[src/rtl/edo_pkg.sv]
package edo_pkg;
  localparam int unsigned LANES = 2;

  // all fields active low
  typedef struct packed {
    logic ras;
    logic ucas;
    logic lcas;
    logic we;
    logic oe;
  } strobe_t;

  localparam int unsigned STROBE_W = $bits(strobe_t);
endpackage

[src/rtl/edo_sync_pipe.sv]
module edo_sync_pipe #(
  parameter int unsigned W = 1,
  parameter int unsigned STAGES = 2,
  parameter logic [W-1:0] RST_VAL = '0
) (
  input  logic         clk_i,
  input  logic         rst_ni,
  input  logic [W-1:0] d_i,
  output logic [W-1:0] q_o
);
  generate
    if (STAGES == 0) begin : g_bypass
      assign q_o = d_i;
    end else begin : g_chain
      logic [W-1:0] stg_q [STAGES];
      for (genvar i = 0; i < STAGES; i++) begin : g_stg
        always_ff @(posedge clk_i or negedge rst_ni) begin
          if (!rst_ni) stg_q[i] <= RST_VAL;
          else if (i == 0) stg_q[i] <= d_i;
          else stg_q[i] <= stg_q[(i == 0) ? 0 : i-1];
        end
      end
      assign q_o = stg_q[STAGES-1];
    end
  endgenerate
endmodule

[src/rtl/edo_strobe_decode.sv]
module edo_strobe_decode
  import edo_pkg::*;
(
  input  logic             clk_i,
  input  logic             rst_ni,
  input  strobe_t          strb_i,
  output logic             ras_low_o,
  output logic             ras_fall_o,
  output logic             cas_act_o,
  output logic             cas_fall_o,
  output logic             we_fall_o,
  output logic             precharge_o,
  output logic [LANES-1:0] lane_low_o,
  output logic [LANES-1:0] lane_fall_o
);
  strobe_t prev_q;

  always_ff @(posedge clk_i or negedge rst_ni) begin
    if (!rst_ni) prev_q <= strobe_t'('1);
    else prev_q <= strb_i;
  end

  logic [LANES-1:0] prev_lane_low;
  logic             prev_cas_act;

  // lane 0 = low byte, lane 1 = high byte
  assign lane_low_o    = {~strb_i.ucas, ~strb_i.lcas};
  assign prev_lane_low = {~prev_q.ucas, ~prev_q.lcas};
  assign lane_fall_o   = lane_low_o & ~prev_lane_low;

  // first fall activates, last rise releases
  assign cas_act_o    = |lane_low_o;
  assign prev_cas_act = |prev_lane_low;
  assign cas_fall_o   = cas_act_o & ~prev_cas_act;

  assign ras_low_o   = ~strb_i.ras;
  assign ras_fall_o  = prev_q.ras & ~strb_i.ras;
  assign we_fall_o   = prev_q.we & ~strb_i.we;
  assign precharge_o = strb_i.ras & ~cas_act_o;
endmodule

[src/rtl/edo_cell_array.sv]
module edo_cell_array #(
  parameter int unsigned AW = 8,
  parameter int unsigned LANE_W = 8,
  parameter int unsigned LANES = 2,
  localparam int unsigned DW = LANE_W * LANES,
  localparam int unsigned DEPTH = 1 << AW
) (
  input  logic             clk_i,
  input  logic [LANES-1:0] wr_lane_i,
  input  logic [AW-1:0]    addr_i,
  input  logic [DW-1:0]    wdata_i,
  output logic [DW-1:0]    rdata_o
);
  logic [DW-1:0] mem_q [DEPTH];

  generate
    for (genvar b = 0; b < LANES; b++) begin : g_lane
      always_ff @(posedge clk_i) begin
        if (wr_lane_i[b]) mem_q[addr_i][b*LANE_W +: LANE_W] <= wdata_i[b*LANE_W +: LANE_W];
      end
    end
  endgenerate

  assign rdata_o = mem_q[addr_i];
endmodule

[src/rtl/edo_dram_ctl.sv]
module edo_dram_ctl
  import edo_pkg::*;
#(
  parameter int unsigned ADDR_W = 9,
  parameter int unsigned LANE_W = 8,
  parameter int unsigned ROW_USE = 4,
  parameter int unsigned COL_USE = 4,
  parameter int unsigned SYNC_STAGES = 2,
  localparam int unsigned DATA_W = LANE_W * LANES,
  localparam int unsigned IDX_W = ROW_USE + COL_USE
) (
  input  logic              clk_i,
  input  logic              rst_ni,
  input  logic              ras_ni,
  input  logic              ucas_ni,
  input  logic              lcas_ni,
  input  logic              we_ni,
  input  logic              oe_ni,
  input  logic [ADDR_W-1:0] addr_i,
  input  logic [DATA_W-1:0] dq_i,
  output logic [DATA_W-1:0] dq_o,
  output logic [LANES-1:0]  dq_oe_o
);
  localparam int unsigned BUS_W = ADDR_W + DATA_W;

  strobe_t           strb_raw, strb_s;
  logic [ADDR_W-1:0] addr_s;
  logic [DATA_W-1:0] dq_s;

  assign strb_raw = '{ras: ras_ni, ucas: ucas_ni, lcas: lcas_ni, we: we_ni, oe: oe_ni};

  edo_sync_pipe #(.W(STROBE_W), .STAGES(SYNC_STAGES), .RST_VAL({STROBE_W{1'b1}})) u_strb_sync (
    .clk_i(clk_i), .rst_ni(rst_ni), .d_i(strb_raw), .q_o(strb_s)
  );

  // same depth keeps address and data aligned with strobes
  edo_sync_pipe #(.W(BUS_W), .STAGES(SYNC_STAGES), .RST_VAL('0)) u_bus_sync (
    .clk_i(clk_i), .rst_ni(rst_ni), .d_i({addr_i, dq_i}), .q_o({addr_s, dq_s})
  );

  logic             ras_low, ras_fall, cas_act, cas_fall, we_fall, precharge;
  logic [LANES-1:0] lane_low, lane_fall;

  edo_strobe_decode u_dec (
    .clk_i(clk_i), .rst_ni(rst_ni), .strb_i(strb_s),
    .ras_low_o(ras_low), .ras_fall_o(ras_fall), .cas_act_o(cas_act),
    .cas_fall_o(cas_fall), .we_fall_o(we_fall), .precharge_o(precharge),
    .lane_low_o(lane_low), .lane_fall_o(lane_fall)
  );

  logic               we_hi, oe_hi;
  logic [ROW_USE-1:0] row_q, row_eff;
  logic [COL_USE-1:0] col_q, col_eff;
  logic [IDX_W-1:0]   idx;
  logic [LANES-1:0]   wr_lane, byte_en_q;
  logic [DATA_W-1:0]  rdata, rdata_q;
  logic               rd_trig;

  assign we_hi = strb_s.we;
  assign oe_hi = strb_s.oe;

  assign row_eff = ras_fall ? addr_s[ROW_USE-1:0] : row_q;
  assign col_eff = cas_fall ? addr_s[COL_USE-1:0] : col_q;
  assign idx     = {row_eff, col_eff};

  always_ff @(posedge clk_i or negedge rst_ni) begin
    if (!rst_ni) begin
      row_q <= '0;
      col_q <= '0;
    end else begin
      if (ras_fall) row_q <= addr_s[ROW_USE-1:0];
      if (cas_fall && ras_low) col_q <= addr_s[COL_USE-1:0];
    end
  end

  // capture on the later of lane strobe fall and write enable fall
  generate
    for (genvar b = 0; b < LANES; b++) begin : g_wr
      assign wr_lane[b] = ras_low & ((lane_fall[b] & ~we_hi) | (we_fall & lane_low[b]));
    end
  endgenerate

  edo_cell_array #(.AW(IDX_W), .LANE_W(LANE_W), .LANES(LANES)) u_array (
    .clk_i(clk_i), .wr_lane_i(wr_lane), .addr_i(idx), .wdata_i(dq_s), .rdata_o(rdata)
  );

  assign rd_trig = ras_low & we_hi & (|lane_fall);

  always_ff @(posedge clk_i or negedge rst_ni) begin
    if (!rst_ni) begin
      byte_en_q <= '0;
      rdata_q   <= '0;
    end else begin
      if (precharge || !we_hi) byte_en_q <= '0;
      else if (cas_fall && ras_low) byte_en_q <= lane_low;
      else if (rd_trig) byte_en_q <= byte_en_q | lane_fall;
      if (rd_trig) rdata_q <= rdata;
    end
  end

  assign dq_o    = rdata_q;
  assign dq_oe_o = byte_en_q & {LANES{we_hi & ~oe_hi & ~precharge}};
endmodule

[config.mk]
export PLATFORM = sky130hd
export DESIGN_NAME = edo_dram_ctl
export DESIGN_NICKNAME = d
export VERILOG_FILES = /design/src/rtl/edo_pkg.sv /design/src/rtl/edo_sync_pipe.sv /design/src/rtl/edo_strobe_decode.sv /design/src/rtl/edo_cell_array.sv /design/src/rtl/edo_dram_ctl.sv
export SDC_FILE = /design/constraint.sdc
export NUM_CORES = 2
export LEC_CHECK = 0
export BUFFER_PORTS_ARGS = -buffer_cell sky130_fd_sc_hd__buf_2
export CAP_MARGIN = 20
export CORE_MARGIN = 1.5
export CORE_UTILIZATION = 50
export DETAILED_ROUTE_END_ITERATION = 7
export PLACE_DENSITY = 0.65
export SETUP_SLACK_MARGIN = 0.05
export SLEW_MARGIN = 10
export SYNTH_ARGS = -nofsm -noshare
export SYNTH_HDL_FRONTEND = slang
export SYNTH_HIERARCHICAL = 1
export SYNTH_SLANG_ARGS = --single-unit
[constraint.sdc]
create_clock -name clk_i -period 7.25 [get_ports clk_i]
set_input_delay 1.45 -clock clk_i [delete_from_list [all_inputs] [get_ports clk_i]]
set_output_delay 1.45 -clock clk_i [all_outputs]
set_load 0.02 [all_outputs]
==> results by group <==
Timing
  • Final setup vio count: 0
  • Fin. max-slew vios: 0
  • RSZ-0062 raised after global routing: no
  • Slew margin rel.: 7.787%
  • Final Hold Viols: 0
  • Worst-Margin Slew: 1.383 ns
  • Fin Setup TNS: 0 ns
  • Final Skew: between 0.06 and 0.07 ns
  • Final cycle utilization of the critical path: roughly 77%
  • Fmax: 178.7 MHz
  • Min Tclk post-route: 5.596 ns

Clock tree
  • CTS tree: done
  • Clk sinks: 4176
  • H-tree depth: 5
  • CTS buffer count: between 400 and 500
  • Postcts setup bufs: 0
  • Clock-pin slew on the worst setup and hold paths: 0.06 ns
  • Hold buffer count at CTS: 0
  • Clk_lat worst skew: 0.97 ns
  • # resized after CTS: 0
  • Root Buffer: clkbuf_16
  • Deepest clock path buffer count: 4

Synth
  • Post-Syn Area: 0.1588 mm²
  • YS warnings: 6
  • Post-synthesis net count: 7210
  • Cells after Synth: 7178
  • Mean Syn Cell Area: 22.13 µm²

Global route
  • Largest net degree at the start of global routing: roughly 230
  • Grt ovf: 0
  • Vias in the first global route: 76.66k
  • Global-route wire length before repair: 547100 µm
  • GRT Overall Usage: 23.54%
  • Initial antenna violation count: 13

Power
  • Pwr per Cell Area: slightly above 300 mW/mm²
  • Max VDD drop: 277.7 µV
  • Lkg Pwr: 54.22 nW
  • Tot Pwr: about 55 mW

Placed design
  • GPL Wtd Cong: 0.8045
  • Placed instance area: 0.1648 mm²
  • DPL Wire Length: between 200000 and 250000 µm
  • IO Port Bufs: 44

Worst setup path
  • Reg-to-Reg Start: u_dec/prev_q[2]
  • Setup crit start: u_dec/prev_q[2]
  • CP cell instances: and3_1 -> mux2_8 -> buf_12 -> nor2b_1 -> nand3_2 -> buf_4 -> nor2_1
  • Critical Path RT: 7.81 ns
  • Critical path capture point type: flip-flop
  • CP peak stage delay: approximately 0.91 ns
  • CP max-delay cell: nand3_2
  • WP data arrival: 6.15 ns
  • Worst R2R Setup Slack: 1.65 ns
  • FF-to-FF path depth: 7
  • Max Fanout on Critical Path: 65
  • Worst Setup Start Kind: flip-flop
  • Crit path kind: reg -> reg
  • Crit Reg-Reg Endpoint: u_array/mem_q[241][15]

Final layout
  • Most frequent cells in the layout: 4096 x edfxtp_1, 1024 x mux4_2, 514 x nor2_1
  • Fillcell total: 22.78k
  • Post-route cell area: 0.1783 mm²
  • Commonest non-fill, non-tap cell in the layout: edfxtp_1
  • Nets: 7421
  • Ratio of cells with drive above 1 in the final layout: around a quarter
  • Layout area overhead: 12.25%

Routing
  • First-pass detailed-route iteration total: 7
  • Initial drt markers: ~9k
  • Vias: 75.41k
  • Detail Route Antenna Nets: 0
  • DR DRC count: 0
  • Wire per inst: 31.96 µm
  • Vias per std cell: 6.339
  • Post-Route WL: 380200 µm

Worst hold path
  • Hold Crit Start: u_bus_sync/g_chain.stg_q[25]
  • Hold EP: u_bus_sync/q_o[0]
  • WHS Path Cells: 0
  • Worst hold path class: reg -> reg

Run status
  • Status: finished, final reports clean

Die
  • FP Rows: roughly 210
  • Core area: approximately 0.32 mm²
  • Top Ports: 50
  • Die area: 0.3211 mm²
  • Die Y: 566.6 µm
  • Die Span X: 566.6 µm
  • Starting Density: between 50% and 60%

Run
  • Max-Cap Viols: 0
[power by group]
part / switching, mW / internal [mW]
clock network: 9.07 / 12.0
logic: 4.25 / 2.87
registers: 0.170 / 26.6
[how the worst max path moves through the flow]
| stage | end | slack, ns | depth (start not counted) |
|---|---|---|---|
| floorplan | u_array/mem_q[176][10] | 3.78 | 13 |
| global placement | u_array/mem_q[250][15] | 1.83 | 8 |
| detailed placement | u_array/mem_q[90][12] | 1.78 | 8 |
| CTS | u_array/mem_q[90][12] | 1.74 | 8 |
| global route | u_array/mem_q[81][12] | 1.53 | 7 |
| finish | u_array/mem_q[241][15] | 1.65 | 7 |
[layer usage]
metal | wire length [µm] | share of wire [%] | GRT usage, % | vias up
met1 | 146600 | 39 | 32.22 | 40510
met4 | 13370 | 3.5 | 7.864 | 6
met5 | 43 | 0.011 | 0 | -
met3 | 30760 | 8.1 | 4.027 | 662
li1 | - | - | - | 30870
met2 | 189400 | 50 | 38.73 | 3363
[sequential cells by signal, indices dropped and copies added, names as in the netlist]
name,flops
byte_en_q,2
col_q,4
dq_o,16
row_q,4
u_array/mem_q,4096
u_bus_sync/g_chain.stg_q,20
u_bus_sync/q_o,20
u_dec/prev_q,4
u_strb_sync/g_chain.stg_q,5
u_strb_sync/q_o,5
[through the flow]
| stage | utilization (%) | setup WS (ns) | hold WS, ns | cells |
|---|---|---|---|---|
| after floorplan | - | 3.778 | 0.3312 | 7178 |
| after global placement | 52.19 | 1.825 | 0.3388 | 11120 |
| after detailed placement | 52.23 | 1.776 | 0.3347 | 11130 |
| after CTS | 56.49 | 1.743 | 0.3453 | 11890 |
| after global routing | 56.52 | 1.525 | 0.3488 | 11890 |
| final | 56.52 | 1.654 | 0.3463 | 11900 |
[worst max-delay path: cells and delay by family, from the launching register on]
kind	cells	cell delay, ns
flip-flops	1	0.52
AND/OR/NAND/NOR	4	2.96
multiplexers	1	0.64
buffers and inverters	2	0.91
[cell type report]
| cell class | count | area (µm²) | share of cell area [%] |
|---|---|---|---|
| Sequential cell | 4176 | 125100 | 70.15 |
| Multi-Input combinational cell | 2516 | 31940 | 17.91 |
| Clock buffer | 517 | 10900 | 6.114 |
| Tap cell | 4160 | 5205 | 2.919 |
| Timing Repair Buffer | 277 | 2623 | 1.471 |
| Clock inverter | 244 | 2537 | 1.423 |
| Inverter | 3 | 11.26 | 0.006315 |
| Antenna cell | 4 | 10.01 | 0.005614 |
(Power assumes the default switching activity.)
